===== src/rtl/phyacc_pkg.sv =====
package phyacc_pkg;

    // PHY control-port locations (register numbers inside the PHY space)
    localparam logic [15:0] CPORT_CTL  = 16'h80A0;
    localparam logic [15:0] CPORT_ADDR = 16'h80A1;
    localparam logic [15:0] CPORT_DATA = 16'h80A2;

    // control word bits
    localparam int unsigned CTL_BUSY_BIT = 0;
    localparam logic [31:0] CTL_GO_READ  = 32'h0000_0001;
    localparam logic [31:0] CTL_GO_WRITE = 32'h0000_0003;

    typedef enum logic [3:0] {
        SQ_IDLE,
        SQ_POLL_PRE,
        SQ_SET_ADDR,
        SQ_KICK_RD,
        SQ_POLL_POST,
        SQ_FETCH,
        SQ_PUT_DATA,
        SQ_KICK_WR
    } seq_state_t;

    typedef enum logic [1:0] {
        W_IDLE,
        W_SELECT,
        W_ACCESS
    } win_state_t;

endpackage


===== src/rtl/phyacc_window_port.sv =====
module phyacc_window_port
    import phyacc_pkg::*;
#(
    parameter int unsigned ADDR_W  = 16,
    parameter int unsigned DATA_W  = 32,
    parameter int unsigned DEV_W   = 5,
    parameter int unsigned WORD_W  = 9,
    parameter logic [15:0] SEL_OFF = 16'h0800
) (
    input  logic              clk,
    input  logic              rst_n,
    // step request from the sequencer
    input  logic              ll_go,
    input  logic              ll_we,
    input  logic [DEV_W-1:0]  ll_dev,
    input  logic [ADDR_W-1:0] ll_reg,
    input  logic [DATA_W-1:0] ll_wdata,
    output logic              ll_done,
    output logic [DATA_W-1:0] ll_rdata,
    // register bus
    output logic              bus_req,
    output logic              bus_we,
    output logic [ADDR_W-1:0] bus_addr,
    output logic [DATA_W-1:0] bus_wdata,
    input  logic              bus_ack,
    input  logic [DATA_W-1:0] bus_rdata
);

    localparam int unsigned PAGE_W = ADDR_W - WORD_W;
    localparam int unsigned SEL_PAD = DATA_W - DEV_W - PAGE_W;
    localparam int unsigned OFF_PAD = ADDR_W - WORD_W - 2;

    win_state_t        state, nxt;
    logic              we_q;
    logic [DEV_W-1:0]  dev_q;
    logic [ADDR_W-1:0] reg_q;
    logic [DATA_W-1:0] wdata_q;
    logic [DATA_W-1:0] sel_word;
    logic [ADDR_W-1:0] ap_off;

    assign sel_word = {{SEL_PAD{1'b0}}, dev_q, reg_q[ADDR_W-1 -: PAGE_W]};
    assign ap_off   = {{OFF_PAD{1'b0}}, reg_q[WORD_W-1:0], 2'b00};

    // state register and captured step
    always_ff @(posedge clk) begin
        if (!rst_n) begin
            state    <= W_IDLE;
            we_q     <= 1'b0;
            dev_q    <= '0;
            reg_q    <= '0;
            wdata_q  <= '0;
            ll_done  <= 1'b0;
            ll_rdata <= '0;
        end else begin
            state   <= nxt;
            ll_done <= (state == W_ACCESS) && bus_ack;
            if (state == W_ACCESS && bus_ack) begin
                ll_rdata <= bus_rdata;
            end
            if (state == W_IDLE && ll_go) begin
                we_q    <= ll_we;
                dev_q   <= ll_dev;
                reg_q   <= ll_reg;
                wdata_q <= ll_wdata;
            end
        end
    end

    // next state and bus outputs
    always_comb begin
        nxt       = state;
        bus_req   = 1'b0;
        bus_we    = 1'b0;
        bus_addr  = '0;
        bus_wdata = '0;
        unique case (state)
            W_IDLE: begin
                if (ll_go) nxt = W_SELECT;
            end
            W_SELECT: begin
                bus_req   = 1'b1;
                bus_we    = 1'b1;
                bus_addr  = ADDR_W'(SEL_OFF);
                bus_wdata = sel_word;
                if (bus_ack) nxt = W_ACCESS;
            end
            W_ACCESS: begin
                bus_req   = 1'b1;
                bus_we    = we_q;
                bus_addr  = ap_off;
                bus_wdata = we_q ? wdata_q : '0;
                if (bus_ack) nxt = W_IDLE;
            end
            default: nxt = W_IDLE;
        endcase
    end

    // request fields hold while waiting for acknowledge
    p_req_hold_r9: assert property (@(posedge clk) disable iff (!rst_n)
        (bus_req && !bus_ack) |=> (bus_req && $stable(bus_addr) && $stable(bus_we) && $stable(bus_wdata)));

    // a completed select write is followed at once by the aperture access
    p_pair_r2: assert property (@(posedge clk) disable iff (!rst_n)
        (bus_req && bus_ack && bus_we && bus_addr == ADDR_W'(SEL_OFF)) |=> (bus_req && bus_addr != ADDR_W'(SEL_OFF)));

    // the sequencer only asks for a step when the engine is free
    p_go_idle_r2: assert property (@(posedge clk) disable iff (!rst_n)
        ll_go |-> (state == W_IDLE));

endmodule


===== src/rtl/phyacc_sequencer.sv =====
module phyacc_sequencer
    import phyacc_pkg::*;
#(
    parameter int unsigned ADDR_W = 16,
    parameter int unsigned DATA_W = 32,
    parameter int unsigned DEV_W  = 5,
    parameter int unsigned POLL_W = 16
) (
    input  logic              clk,
    input  logic              rst_n,
    input  logic              cmd_valid,
    output logic              cmd_ready,
    input  logic              cmd_write,
    input  logic [DEV_W-1:0]  cmd_dev,
    input  logic [ADDR_W-1:0] cmd_addr,
    input  logic [DATA_W-1:0] cmd_wdata,
    input  logic [POLL_W-1:0] poll_limit,
    output logic              done,
    output logic              done_err,
    output logic [DATA_W-1:0] done_rdata,
    // step interface to the window engine
    output logic              ll_go,
    output logic              ll_we,
    output logic [DEV_W-1:0]  ll_dev,
    output logic [ADDR_W-1:0] ll_reg,
    output logic [DATA_W-1:0] ll_wdata,
    input  logic              ll_done,
    input  logic [DATA_W-1:0] ll_rdata
);

    seq_state_t        state, nxt;
    logic              issued;
    logic              write_q;
    logic [DEV_W-1:0]  dev_q;
    logic [ADDR_W-1:0] addr_q;
    logic [DATA_W-1:0] wdata_q;
    logic [POLL_W-1:0] lim_q;
    logic [POLL_W-1:0] cnt, cnt_nxt;
    logic              done_nxt, err_nxt;
    logic [DATA_W-1:0] rdata_nxt;
    logic              busy_seen;
    logic              limit_hit;
    logic              accept;

    assign accept    = (state == SQ_IDLE) && cmd_valid;
    assign cmd_ready = (state == SQ_IDLE);
    assign busy_seen = ll_rdata[CTL_BUSY_BIT];
    assign limit_hit = ({1'b0, cnt} + 1'b1) >= {1'b0, lim_q};
    assign ll_go     = (state != SQ_IDLE) && !issued;
    assign ll_dev    = dev_q;

    // state register and command capture
    always_ff @(posedge clk) begin
        if (!rst_n) begin
            state      <= SQ_IDLE;
            issued     <= 1'b0;
            cnt        <= '0;
            write_q    <= 1'b0;
            dev_q      <= '0;
            addr_q     <= '0;
            wdata_q    <= '0;
            lim_q      <= POLL_W'(1);
            done       <= 1'b0;
            done_err   <= 1'b0;
            done_rdata <= '0;
        end else begin
            state      <= nxt;
            cnt        <= cnt_nxt;
            done       <= done_nxt;
            done_err   <= err_nxt;
            done_rdata <= rdata_nxt;
            if (ll_go) begin
                issued <= 1'b1;
            end else if (ll_done) begin
                issued <= 1'b0;
            end
            if (accept) begin
                write_q <= cmd_write;
                dev_q   <= cmd_dev;
                addr_q  <= cmd_addr;
                wdata_q <= cmd_wdata;
                lim_q   <= (poll_limit == '0) ? POLL_W'(1) : poll_limit;
            end
        end
    end

    // next state, step description and result
    always_comb begin
        nxt       = state;
        cnt_nxt   = cnt;
        done_nxt  = 1'b0;
        err_nxt   = 1'b0;
        rdata_nxt = '0;
        ll_we     = 1'b0;
        ll_reg    = ADDR_W'(CPORT_CTL);
        ll_wdata  = '0;
        unique case (state)
            SQ_IDLE: begin
                if (cmd_valid) begin
                    nxt     = SQ_POLL_PRE;
                    cnt_nxt = '0;
                end
            end
            SQ_POLL_PRE, SQ_POLL_POST: begin
                ll_reg = ADDR_W'(CPORT_CTL);
                if (ll_done) begin
                    if (busy_seen) begin
                        if (limit_hit) begin
                            nxt      = SQ_IDLE;
                            done_nxt = 1'b1;
                            err_nxt  = 1'b1;
                            cnt_nxt  = '0;
                        end else begin
                            cnt_nxt = cnt + 1'b1;
                        end
                    end else begin
                        cnt_nxt = '0;
                        nxt     = (state == SQ_POLL_PRE) ? SQ_SET_ADDR : SQ_FETCH;
                    end
                end
            end
            SQ_SET_ADDR: begin
                ll_we    = 1'b1;
                ll_reg   = ADDR_W'(CPORT_ADDR);
                ll_wdata = DATA_W'(addr_q);
                if (ll_done) nxt = write_q ? SQ_PUT_DATA : SQ_KICK_RD;
            end
            SQ_KICK_RD: begin
                ll_we    = 1'b1;
                ll_reg   = ADDR_W'(CPORT_CTL);
                ll_wdata = DATA_W'(CTL_GO_READ);
                if (ll_done) nxt = SQ_POLL_POST;
            end
            SQ_FETCH: begin
                ll_reg = ADDR_W'(CPORT_DATA);
                if (ll_done) begin
                    nxt       = SQ_IDLE;
                    done_nxt  = 1'b1;
                    rdata_nxt = ll_rdata;
                end
            end
            SQ_PUT_DATA: begin
                ll_we    = 1'b1;
                ll_reg   = ADDR_W'(CPORT_DATA);
                ll_wdata = wdata_q;
                if (ll_done) nxt = SQ_KICK_WR;
            end
            SQ_KICK_WR: begin
                ll_we    = 1'b1;
                ll_reg   = ADDR_W'(CPORT_CTL);
                ll_wdata = DATA_W'(CTL_GO_WRITE);
                if (ll_done) begin
                    nxt      = SQ_IDLE;
                    done_nxt = 1'b1;
                end
            end
            default: nxt = SQ_IDLE;
        endcase
    end

    // the busy count of a poll phase stays below the limit
    p_poll_bound_r7: assert property (@(posedge clk) disable iff (!rst_n)
        (state != SQ_IDLE) |-> (cnt < lim_q));

    // an aborted command reports zero data
    p_err_zero_r7: assert property (@(posedge clk) disable iff (!rst_n)
        (done && done_err) |-> (done_rdata == '0));

    // done lasts one cycle
    p_done_pulse_r8: assert property (@(posedge clk) disable iff (!rst_n)
        done |=> !done);

    // a command offered while busy does not disturb the captured one
    p_ignore_busy_r10: assert property (@(posedge clk) disable iff (!rst_n)
        (state != SQ_IDLE && cmd_valid) |=> ($stable(addr_q) && $stable(write_q) && $stable(wdata_q)));

endmodule


===== src/rtl/phy_indirect_master.sv =====
module phy_indirect_master
    import phyacc_pkg::*;
#(
    parameter int unsigned ADDR_W  = 16,
    parameter int unsigned DATA_W  = 32,
    parameter int unsigned DEV_W   = 5,
    parameter int unsigned WORD_W  = 9,
    parameter int unsigned POLL_W  = 16,
    parameter logic [15:0] SEL_OFF = 16'h0800
) (
    input  logic              clk,
    input  logic              rst_n,
    input  logic              cmd_valid,
    output logic              cmd_ready,
    input  logic              cmd_write,
    input  logic [DEV_W-1:0]  cmd_dev,
    input  logic [ADDR_W-1:0] cmd_addr,
    input  logic [DATA_W-1:0] cmd_wdata,
    input  logic [POLL_W-1:0] poll_limit,
    output logic              done,
    output logic              done_err,
    output logic [DATA_W-1:0] done_rdata,
    output logic              bus_req,
    output logic              bus_we,
    output logic [ADDR_W-1:0] bus_addr,
    output logic [DATA_W-1:0] bus_wdata,
    input  logic              bus_ack,
    input  logic [DATA_W-1:0] bus_rdata
);

    logic              ll_go, ll_we, ll_done;
    logic [DEV_W-1:0]  ll_dev;
    logic [ADDR_W-1:0] ll_reg;
    logic [DATA_W-1:0] ll_wdata, ll_rdata;

    phyacc_sequencer #(
        .ADDR_W(ADDR_W), .DATA_W(DATA_W), .DEV_W(DEV_W), .POLL_W(POLL_W)
    ) u_seq (
        .clk(clk), .rst_n(rst_n),
        .cmd_valid(cmd_valid), .cmd_ready(cmd_ready), .cmd_write(cmd_write),
        .cmd_dev(cmd_dev), .cmd_addr(cmd_addr), .cmd_wdata(cmd_wdata),
        .poll_limit(poll_limit),
        .done(done), .done_err(done_err), .done_rdata(done_rdata),
        .ll_go(ll_go), .ll_we(ll_we), .ll_dev(ll_dev), .ll_reg(ll_reg),
        .ll_wdata(ll_wdata), .ll_done(ll_done), .ll_rdata(ll_rdata)
    );

    phyacc_window_port #(
        .ADDR_W(ADDR_W), .DATA_W(DATA_W), .DEV_W(DEV_W), .WORD_W(WORD_W), .SEL_OFF(SEL_OFF)
    ) u_win (
        .clk(clk), .rst_n(rst_n),
        .ll_go(ll_go), .ll_we(ll_we), .ll_dev(ll_dev), .ll_reg(ll_reg),
        .ll_wdata(ll_wdata), .ll_done(ll_done), .ll_rdata(ll_rdata),
        .bus_req(bus_req), .bus_we(bus_we), .bus_addr(bus_addr),
        .bus_wdata(bus_wdata), .bus_ack(bus_ack), .bus_rdata(bus_rdata)
    );

    // nothing is requested while idle
    p_idle_quiet_r1: assert property (@(posedge clk) disable iff (!rst_n)
        cmd_ready |-> !bus_req);

endmodule


===== config.mk =====
export PLATFORM = sky130hd
export DESIGN_NAME = phy_indirect_master
export DESIGN_NICKNAME = d
export VERILOG_FILES = /design/src/rtl/phyacc_pkg.sv /design/src/rtl/phyacc_window_port.sv /design/src/rtl/phyacc_sequencer.sv /design/src/rtl/phy_indirect_master.sv
export SDC_FILE = /design/constraint.sdc
export NUM_CORES = 1
export LEC_CHECK = 0
export BUFFER_PORTS_ARGS = -buffer_cell sky130_fd_sc_hd__buf_2
export CORE_MARGIN = 10
export CORE_UTILIZATION = 50
export CTS_CLUSTER_DIAMETER = 100
export DETAILED_ROUTE_END_ITERATION = 10
export PLACE_DENSITY = 0.86
export SYNTH_ARGS = -nofsm -noshare
export SYNTH_HDL_FRONTEND = slang
export SYNTH_SLANG_ARGS = --single-unit

===== constraint.sdc =====
create_clock -name clk -period 6.3 [get_ports clk]
set_input_delay 1.26 -clock clk [delete_from_list [all_inputs] [get_ports clk]]
set_output_delay 1.26 -clock clk [all_outputs]
set_load 0.005 [all_outputs]

==> results of run 1 <==
==> Yosys cell counts, drive strengths merged (6+ instances only) <==
library cell	instances	area [um^2]
xor2	8	70.1
o21ai	8	40.0
a21oi	147	739
nor3	17	95.1
nor2b	7	43.8
ha	21	263
dfxtp	200	4000
clkbuf	57	215
buf	28	193
nand2	261	980
a221oi	14	123
xnor2	8	70.1
a22oi	7	66.3
and2	65	407
nand3	26	130
inv	20	75.1
nor2	38	145
nand2b	6	37.5
and3	8	50.1
nand4	13	81.3
==> flip-flops by register name (all words and copies together), names as in the netlist, 5 cells and up <==
register	cells
u_win.ll_rdata	32
u_seq.done_rdata	32
u_win.wdata_q	32
u_seq.ll_dev	5
u_win.dev_q	5
u_seq.wdata_q	32
u_seq.cnt	16
u_seq.lim_q	16
u_seq.addr_q	16
==> report_power, final <==
group / internal (mW) / total (mW) / leakage, nW / switching (mW)
logic: 0.107 / 0.298 / 2.12 / 0.191
clock network: 0.607 / 1.08 / 0.288 / 0.472
registers: 1.32 / 1.36 / 1.62 / 0.0348
==> worst min-delay path, cell delays in order (launching register included) <==
cell                      delay, ns
sky130_fd_sc_hd__dfxtp_1       0.31
sky130_fd_sc_hd__nand2_1       0.05
sky130_fd_sc_hd__a21oi_1       0.05
==> cell families after synthesis <==
family                   after synthesis
AND/OR/NAND/NOR                      460
flip-flops                           200
AO/OA/AOI/OAI                        199
buffers and inverters                105
adder cells (fa/ha/maj)               21
XOR/XNOR                              16
multiplexers                           4
other                                  1
==> path summary, 6_finish.rpt <==
| kind | start | endpoint | slack [ns] |
|---|---|---|---|
| setup / recovery | u_win.state[0] | bus_wdata[0] | 2.49 |
| hold / removal | u_win.wdata_q[18] | u_win.wdata_q[18] | 0.45 |
| setup reg to reg | u_seq.cnt[0] | u_seq.state[2] | 2.79 |
| hold reg to reg | u_win.wdata_q[18] | u_win.wdata_q[18] | 0.45 |
==> metrics by stage <==
step	cell area, um^2	util [%]	hold slack, ns
after floorplan	8260	-	0.427
after global placement	9090	56.8	0.433
after detailed placement	9090	56.8	0.438
after CTS	9670	60.4	0.449
after global routing	9670	60.4	0.472
final	9670	60.4	0.448
==> area by class of cell <==
class | count | area, um^2
clock inverters | 10 | 119
inverters | 20 | 77.6
clock buffers | 21 | 460
repair buffers | 187 | 956
fillers | 1427 | 6330
well taps | 216 | 270
flip-flops and latches | 200 | 4000
multi-input cells | 711 | 3780
==> metal layers <==
layer	vias to the layer above	track usage, %	part of all wire, %
met3	23	5.98	7.5
met4	0	5.70	1.3
met1	3316	22.7	43
li1	3591	-	-
met2	258	30.6	48
met5	-	0	0
==> results.txt, run 1 <==
Timing would allow up to 263 MHz. Once detail routing completed, the nets flagged for antenna violations numbered 0. Yosys mapped a number of flops with a built-in enable equal to 0.

Counting every instance in the synthesized netlist gives 1006. The power per unit of standard cell area came out at 283 nW/um^2. The wire length of the first global-routing pass came out at 33900 um. The flip-flop and latch count after synthesis came out at 200. The H-tree depth is 4. The number of placed cells counting well taps came out at 1334.

The largest family of logic cells by synthesized area is simple AND/OR/NAND/NOR gates. The mean instance size in the synthesized netlist is 8.17 um^2. Yosys mapped the design onto 56 distinct sky130hd cell types. The run finished with clean final reports. The maximum clock path buffer count came out at 2.

The number of non-filler instances in the completed layout is 1365. The pre-antenna-repair detailed-routing pass consisted of 5 iterations. Multiplexer cells account for 0.502% of the synthesized area.

The largest net degree at the start of global routing came out at 96. The sort of element at the start of the critical path is a flop. The count of routing violations after the opening detailed-route iteration is 508. The ratio of final minimum period to clock period came out at 60.4%. The via count of the first global-routing pass came out at 6933. The proportion of register bits with asynchronous set or reset after synthesis came out at 0%. The compound-cell area share of the yosys netlist came out at 14.2%. The final HPWL from detailed placement is 14600 um. The depth of the critical timing path with buffers and inverters included is 5.

The worst setup slack before clock tree synthesis is 2.85 ns. The number of buffers added by the clock tree synthesis step is 17. The worst path required time came out at 5.04 ns. The hold path depth came out at 2. The quantity of gates resized following cts is 0.

191 I/O pins were placed. TritonCTS built the clock tree. The cell sitting at the root of the clock tree is a sky130_fd_sc_hd__clkbuf_16. Across the VDD grid, the largest voltage drop is 0.224 mV. The number of endpoints with negative hold slack in the final report came out at 0.

The library cell used most frequently in the layout, excluding fill and tap cells, is sky130_fd_sc_hd__nand2_1. At the later pin of the worst-skew pair, clock insertion delay measures 0.43 ns. The layout cell share with drive strength beyond 1 came out at 20.2%.

On the critical path, the stage with the largest delay is an instance of sky130_fd_sc_hd__and3_1. For this run, the leading register cell type out of synthesis is sky130_fd_sc_hd__dfxtp_1. The starting density of the core is 51.4%. The register clock-pin slew on the reported worst setup and hold paths came out at 0.07 ns. The worst setup path is captured at a primary output. The design draws 2.73 mW. The standard-cell row count came out at 46.

The number of I/O port buffers is 179. After floorplanning, the core was sized to cover 16000 um^2. The worst setup path is of the reg2out kind. Wires add up to 21100 um. The number of nets in the layout came out at 1264.

The path class of the tightest hold or removal check is reg2reg. The buffers plus inverters on the worst setup path came out at 2. The arrival time of the worst setup path is 2.55 ns. The die width is 148 um. The per-cell via count in the routed design is 5.27. The top cell types in the final layout, fill and taps aside, are sky130_fd_sc_hd__nand2_1 (260), sky130_fd_sc_hd__dfxtp_1 (200), sky130_fd_sc_hd__buf_2 (179).

The worst reg-to-reg path cell count came out at 12. The die outline area came out at 22000 um^2. After detailed routing, the average wire length per cell comes to 15.5 um. Summing every instance area after synthesis gives 8220 um^2. Routability-driven placement finished with a final weighted congestion of 0.849. The headroom to the max-slew limit came out at 20.9%. The clock period could shrink to 3.81 ns. For this run, the slowest stage of the critical path takes 0.83 ns.

The max-slew violation total from the final report was 0. The sum of negative setup slack came out at 0 ns. The number of antenna diodes in the final layout is 0. Relative to the synthesized area, the layout overhead comes to 17.7%. For the final database, setup skew stands at 0.0141 ns. Along the worst path, the maximum fanout reaches 26.

The post-synthesis xor/xnor area fraction came out at 1.71%. Across the run, the number of max-cap violations was 0. The signal on the critical path passes through inv_1 -> ha_1 -> and3_1 -> and2_1 -> buf_2. The global routing usage summed across all routing layers is 18.6%. Setup violations remaining at the end of the flow were counted as 0.

The post-layout worst setup margin is 2.49 ns. The Yosys warning count is 0. The dominant delay contributor by cell family on the critical path is simple AND/OR/NAND/NOR gates. After detailed routing, the number of remaining DRC violations is 0. The aggregate global routing overflow came out at 0. For this design, the CTS-stage hold fixing added 0 buffers.

Summing over every cut layer, the via total after detailed routing is 7188. The height of the die is 148 um. The synthesized netlist devotes 25.7% of its cell area to simple gates. The slew of the pin with the lowest slew margin came out at 1.19 ns. The fraction of the yosys area taken by sequential cells came out at 48.7%. The total leakage power is 4.04 nW. The tree built by TritonCTS fans out to 200 sinks.

Setup repair after global routing left no endpoint under its margin. The synthesized netlist devotes 3.20% of its cell area to adder and majority cells. After clock tree synthesis, the setup repair step added 0 buffers. The number of antenna violations at the first check in global routing is 0.
No activity file was read; power rests on OpenSTA's default activity.
==> inputs of run 2 (changes only) <==
Settings changed: ABC_AREA set to 1.
Clock period 6.3 ns to 3.6 ns, I/O delays scaled along.
==> run 2 against run 1 <==
Clock-buffer cell count unchanged. Sequential power increased by 110%. Cell area increased by 1.0%. Largest power group unchanged. Clock skew decreased by 0.0044 ns.
==> results.txt, run 2 <==
The largest total area in the synthesized netlist belongs to sky130_fd_sc_hd__dfxtp_1. The standard-cell row count came out at 46. The total wirelength of the detailed-routed design came out at 20700 um. The synthesized design devotes to its leading area cell type 48.3% of total area.

The post-CTS setup repair buffer count came out at 0. The max-slew violation total from the final report is 0. The number of sinks on the clock net is 200. After synthesis, the most frequently instantiated cells are sky130_fd_sc_hd__dfxtp_1 (200), sky130_fd_sc_hd__nand2_1 (174), sky130_fd_sc_hd__a21oi_1 (159). Summing every instance area after synthesis gives 8280 um^2. The via count of the first global-routing pass came out at 6850. The height of the die is 149 um. At the worst endpoint, the arrival time is 2.38 ns.

For this configuration, the core starts out at a cell density of 51.6%. The die covers 22100 um^2. At the end of routability-driven placement, the weighted congestion stood at 0.884. The via count of the routed design is 7388. The number of antenna violations at the first check in global routing came out at 2. The number of I/O port buffers came out at 179. The number of failing setup endpoints in the final timing report is 0. The flip-flop and latch count after synthesis came out at 200. The number of DRC violations after detailed routing is 0.

The class of the tightest hold or removal check is reg2reg. The largest net degree at the start of global routing came out at 75. The count of routing violations after the opening detailed-route iteration is 377. TritonCTS built the clock tree. For the worst-skew pair, the clock arrives at the later sink with an insertion delay of 0.43 ns.

The die width is 149 um. The tool flagged a number of max-cap violations equal to 0. Setup repair after global routing left no endpoint under its margin. The library cell used most frequently in the layout, excluding fill and tap cells, is sky130_fd_sc_hd__dfxtp_1. A synthesized cell averages 7.73 um^2. The number of hold buffers added after CTS is 0. The Yosys warning count came out at 0. OpenSTA, run right after detailed placement, puts the worst setup slack at 0.720 ns. In the routed layout, each cell is associated on average with a via count of 5.13. The tree is rooted in a sky130_fd_sc_hd__clkbuf_16.

Of the synthesized area, sequential elements account for 48.3%. In this run the remaining antenna-violating nets after routing total 0. The maximum fanout along the worst path came out at 24. The register clock-pin slew on the reported worst setup and hold paths came out at 0.07 ns. The wire length per cell after detailed routing is 14.4 um. The worst reg-to-reg path cell count came out at 17. Based on the critical path, the design can be clocked at up to 323 MHz. The worst setup skew after layout is 0.00978 ns. Among all cell types in the netlist, the one instantiated most often is sky130_fd_sc_hd__dfxtp_1.

The analysis attributes to net switching a power of 2.59 mW. The ratio of final minimum period to clock period came out at 86.0%. The minimum period implied by the final worst setup slack came out at 3.10 ns. The sum of negative setup slack came out at 0 ns. The number of iterations in the first detailed-routing pass came out at 7. The layout cell share with drive strength beyond 1 is 19.9%.

In the synthesized netlist the async set-or-reset flop fraction comes to 0%. The worst setup path is of the reg2out kind. STA classifies the critical path endpoint as a primary output.

Gates resized during post-CTS repair numbered 0. The number of buffers added by the clock tree synthesis step is 17. Setup slack on the critical path of the routed design comes to 0.503 ns. The number of cells produced by synthesis came out at 1072. The aggregate global routing overflow came out at 0. The number of endpoints with negative hold slack in the final report was 0. The power per unit of standard cell area came out at 715 nW/um^2. The worst hold path passes through 2 cells. In this run the number of H-tree levels came out at 4. The combinational cell fraction of total power is 31.9%. In the post-synthesis netlist, the biggest area contributors are sky130_fd_sc_hd__dfxtp_1 (48%), sky130_fd_sc_hd__a21oi_1 (9.6%), sky130_fd_sc_hd__nand2_1 (7.9%).

The area growth from synthesis to layout is 17.9%. Cell internal power was estimated by the tool at 4.39 mW. The worst-case vdd ir drop came out at 0.387 mV. The filler cell count in the final layout is 1462. The share of total power consumed by net switching is 37.2%.

The most instantiated flip-flop cell in the synthesis netlist is sky130_fd_sc_hd__dfxtp_1. The wire length of the first global-routing pass came out at 33300 um. The worst path required time came out at 2.88 ns. The slew of the pin with the lowest slew margin came out at 1.03 ns. In this run the static leakage power is 4.08 nW. Summed over all nets, the half-perimeter wirelength after detailed placement is 14800 um. The core box area came out at 16100 um^2. Counting flops with a built-in enable in the synthesized netlist gives 0. The headroom to the max-slew limit came out at 30.8%.

Registers are responsible for 41.3% of the overall power. The run finished with clean final reports. The post-synthesis cell type count is 34.

191 I/O pins were placed. The global routing usage summed across all routing layers came out at 18.1%. The sort of element at the start of the critical path is a flop. In the layout the commonest cells are sky130_fd_sc_hd__dfxtp_1 (200), sky130_fd_sc_hd__buf_2 (179), sky130_fd_sc_hd__nand2_1 (171). Counting along the longest clock path gives a buffer depth of 2. The number of nets in the layout came out at 1337. The power share of the clock group came out at 26.8%.
run 2: cell count changes after synthesis, sizes merged, moves of 11 or more:
| cell | before | now |
|---|---|---|
| a21oi | 147 | 159 |
| inv | 20 | 138 |
| o22ai | 0 | 14 |
| clkbuf | 57 | 40 |
| nand2 | 261 | 178 |
| nand3 | 26 | 15 |
| o21ai | 8 | 73 |
| a211oi | 2 | 33 |
| nor2 | 38 | 96 |
| and2 | 65 | 0 |
| a221oi | 14 | 0 |
run 2: power by group through the flow:
stage	combinational, mW	sequential (mW)	clock [mW]
after floorplan	1.81	2.88	0
after global placement	2.16	2.91	0
after detailed placement	2.21	2.93	0
after CTS	2.23	2.88	1.90
after global routing	2.56	2.93	1.98
final	2.23	2.88	1.87
run 2: stage by stage:
stage                     total power, mW  hold slack (ns)  utilization, %  instances  area, um^2
after CTS                            7.01            0.437            60.8       1439        9760
after global routing                 7.47            0.449            60.8       1439        9760
final                                6.98            0.435            60.8       1440        9770
after floorplan                      4.69            0.416               -       1082        8320
after detailed placement             5.14            0.426            57.2       1407        9180
after global placement               5.07            0.420            57.2       1407        9180
run 2: final timing paths:
kind,slack [ns],start,end
hold reg to reg,0.44,u_win.ll_rdata[5],u_seq.done_rdata[5]
hold / removal,0.44,u_win.ll_rdata[5],u_seq.done_rdata[5]
setup reg to reg,0.70,u_seq.cnt[0],u_seq.state[0]
setup / recovery,0.50,u_win.state[0],bus_wdata[27]
run 2: per-layer routing:
layer / vias to the layer above / wire [um] / global-route usage [%]
li1: 3747 / - / -
met1: 3390 / 9130 / 22.4
met2: 215 / 9480 / 28.7
met3: 34 / 1710 / 6.37
met4: 2 / 344 / 6.10
met5: - / 13 / 0
run 2: area by class of cell:
type / count / area (um^2) / area share [%]
Timing Repair Buffer: 185 / 953 / 9.76
Multi-Input combinational cell: 668 / 3440 / 35.2
Clock buffer: 21 / 470 / 4.82
Tap cell: 216 / 270 / 2.77
Clock inverter: 11 / 113 / 1.15
Sequential cell: 200 / 4000 / 41.0
Inverter: 138 / 518 / 5.30
Antenna cell: 1 / 2.50 / 0.0256
run 2: worst max-delay path, stage by stage, from the launching register on:
cell and delay [ns]:
sky130_fd_sc_hd__dfxtp_1 0.38, sky130_fd_sc_hd__inv_1 0.08, sky130_fd_sc_hd__ha_1 0.57, sky130_fd_sc_hd__inv_1 0.44
sky130_fd_sc_hd__nor3_1 0.31, sky130_fd_sc_hd__buf_2 0.16
run 2: cells by family after synthesis:
group	after synthesis	synth area share (%)
flops	200	48.3
simple gates	336	17.5
fa+ha+maj	21	3.17
buf+inv	214	10.8
compound gates	286	18.7
xor+xnor	14	1.48
other cells	1	0.0453
==> inputs of run 3 (changes only) <==
Settings changed: CAP_MARGIN set to 20, CORE_UTILIZATION 50 to 54, PLACE_DENSITY 0.86 to 0.91.
==> run 3 against run 2 <==
Global-route usage grew 1.2 points. Clock skew grew 0.0048 ns. Register-to-register slack lost 0.04 ns. Clock power is essentially flat. Clock-buffer cell count shrank 1. Sequential power is essentially flat. Power is essentially flat. Largest cell class unchanged. Sequential cell count is the same. Final cell count shrank 1.9%. Die area shrank 6.4%.
==> results.txt, run 3 (synthesis gave the netlist of run 2 again) <==
The height of the die came out at 144 um. CTS built an H-tree with a depth of 4. The routed wire length on met2 came out at 9740 um.

The aggregate global routing overflow is 0. In this run the critical register-to-register path is launched from u_seq.cnt[0]. The post-detailed-placement cell area is 9140 um^2.

In the layout the commonest cells are sky130_fd_sc_hd__dfxtp_1 (200), sky130_fd_sc_hd__buf_2 (179), sky130_fd_sc_hd__nand2_1 (171). The arrival time of the worst setup path is 2.46 ns. The hold path depth is 2.

The worst path required time came out at 2.88 ns. The minimum period implied by the final worst setup slack is 3.18 ns. The worst reg-to-reg path cell count came out at 16. The filler cell count in the final layout is 1323.

The upper clock frequency limit came out at 315 MHz. The number of hold buffers added after CTS is 0. In this run the worst path has a maximum fanout of 24. The tree is rooted in a sky130_fd_sc_hd__clkbuf_16. The per-cell via count in the routed design came out at 5.25. The headroom to the max-slew limit came out at 29.2%. The area of the multi-input gates came out at 3440 um^2.

The tree built by TritonCTS fans out to 200 sinks. The remaining antenna violation count came out at 0. The clock passes through at most 2 buffers. In this run the power density over the cells is 718 nW/um^2. In this run, the number of DRC markers left after iteration 0 of detailed routing was 558. The die width is 144 um.

The ratio of final minimum period to clock period came out at 88.2%. In this run the static leakage power is 4.08 nW. The class of the tightest hold or removal check is reg2reg. The later pin in the worst-skew pair is clocked with a latency of 0.43 ns. The count of boundary I/O pins came out at 191. The die outline area came out at 20700 um^2. The highest metal layer with signal wires is met5.

The wire length per cell after detailed routing came out at 14.6 um. The largest net degree at the start of global routing is 76. The number of DRC violations after detailed routing is 0.

The quantity of gates resized following cts is 0. The slew of the pin with the lowest slew margin is 1.06 ns. The synthesis-to-layout area growth came out at 17.3%.

The wire length the detailed router placed on met1 came out at 8760 um. The worst setup slack before clock tree synthesis is 0.718 ns. The post-CTS setup repair buffer count is 0. The antenna diode instance count came out at 0. In this run the most critical hold path is launched from u_win.ll_rdata[30]. STA classifies the critical path startpoint as a flop.

Setup repair after global routing left no endpoint under its margin. The standard-cell row count came out at 45. The sum of negative setup slack came out at 0 ns. The post-layout instance area is 9720 um^2. The number of antenna violations at the first check in global routing came out at 1. The starting density of the core is 54.9%. STA classifies the critical path endpoint as a primary output. TritonCTS built the clock tree. Max-cap violations in this run came to 0. The number of I/O port buffers is 179. The worst setup skew after layout came out at 0.0146 ns.

The total area inside the core boundary comes to 15100 um^2. The setup path with the least slack is of type reg2out. The end of the worst register-to-register path is u_seq.cnt[10]. The via count of the routed design is 7420.

The number of iterations in the first detailed-routing pass came out at 5. The congestion estimate from routability-driven global placement came to 0.922. Setup violations remaining at the end of the flow were counted as 0. The commonest non-fill, non-tap cell in the layout is sky130_fd_sc_hd__dfxtp_1. The run finished with clean final reports.

The global routing usage summed across all routing layers is 19.3%. The slack of the worst reg-to-reg path is 0.66 ns. The post-layout worst setup margin is 0.424 ns. Measured on the finished design, the core utilization comes to 64.4%. The worst-case vdd ir drop is 0.466 mV. The via count of the first global-routing pass came to 6865. Clock-pin slew was measured on the worst setup and hold paths at 0.07 ns. The number of buffers added by the clock tree synthesis step came out at 17. After legalization and detailed placement, the total HPWL measured 14500 um.

The number of non-filler instances in the completed layout is 1412. The number of placed cells counting well taps came out at 1380. For hold timing, the worst endpoint is u_seq.done_rdata[30]. The number of nets in the layout came out at 1338. The footprint of the flip-flops and latches is 4000 um^2.

The number of endpoints with negative hold slack in the final report came out at 0. The wire length of the first global-routing pass came out at 33000 um. Summed over all nets, wire length on met3 after detailed routing comes to 1670 um.

The total wirelength of the detailed-routed design came out at 20600 um. The layout cell share with drive strength beyond 1 is 20.0%. The max-slew violation total from the final report is 0.
[run 3: changes by cell type in the layout (fill, tap and decap cells not counted)]
cell	before	now
sky130_fd_sc_hd__buf_12	1	0
sky130_fd_sc_hd__buf_4	5	7
sky130_fd_sc_hd__clkbuf_1	1	0
sky130_fd_sc_hd__clkinv_2	2	4
sky130_fd_sc_hd__clkinv_4	2	0
sky130_fd_sc_hd__diode_2	1	0
sky130_fd_sc_hd__inv_6	2	4
sky130_fd_sc_hd__inv_8	2	1
[run 3: how the worst max path moves through the flow]
stage	start	end	slack, ns	cells past startpoint
floorplan	u_seq.cnt[0]	u_seq.state[0]	1.09	17
global placement	u_seq.cnt[0]	u_seq.state[0]	0.82	17
detailed placement	u_seq.cnt[0]	u_seq.state[0]	0.72	17
CTS	u_win.state[0]	bus_wdata[30]	0.44	5
global route	u_win.state[0]	bus_wdata[30]	0.22	5
finish	u_win.state[0]	bus_wdata[30]	0.42	5
[run 3: layout make-up]
type                       instances  share of cell area (%)
clock buffer                      20                    4.80
clock inverter                    12                    1.15
inverter                         138                    5.33
multi-input combinational        668                    35.4
sequential                       200                    41.2
tap                              188                    2.42
timing repair buffer             186                    9.76
[run 3: layer usage]
metal | vias to the layer above | global-route usage (%)
li1 | 3762 | -
met1 | 3382 | 23.6
met2 | 234 | 31.3
met3 | 40 | 6.07
met4 | 2 | 7.20
met5 | - | 0
[run 3: where the power goes]
part           internal, mW  switching [mW]  leakage (nW)
Sequential             2.70           0.188          1.63
Clock                  1.02           0.829         0.285
Combinational         0.664            1.58          2.17
[run 3: critical path, stage by stage (launching register included)]
cell and delay [ns]:
sky130_fd_sc_hd__dfxtp_1 0.40, sky130_fd_sc_hd__inv_1 0.09, sky130_fd_sc_hd__ha_1 0.59, sky130_fd_sc_hd__inv_1 0.45, sky130_fd_sc_hd__nor3_1 0.33, sky130_fd_sc_hd__buf_2 0.16
[run 3: through the flow]
stage	hold slack (ns)	power [mW]
3_5_place_dp	0.426	5.15
3_3_place_gp	0.420	5.07
4_1_cts	0.437	7.00
5_1_grt	0.455	7.47
6_report	0.437	6.98
2_1_floorplan	0.416	4.69
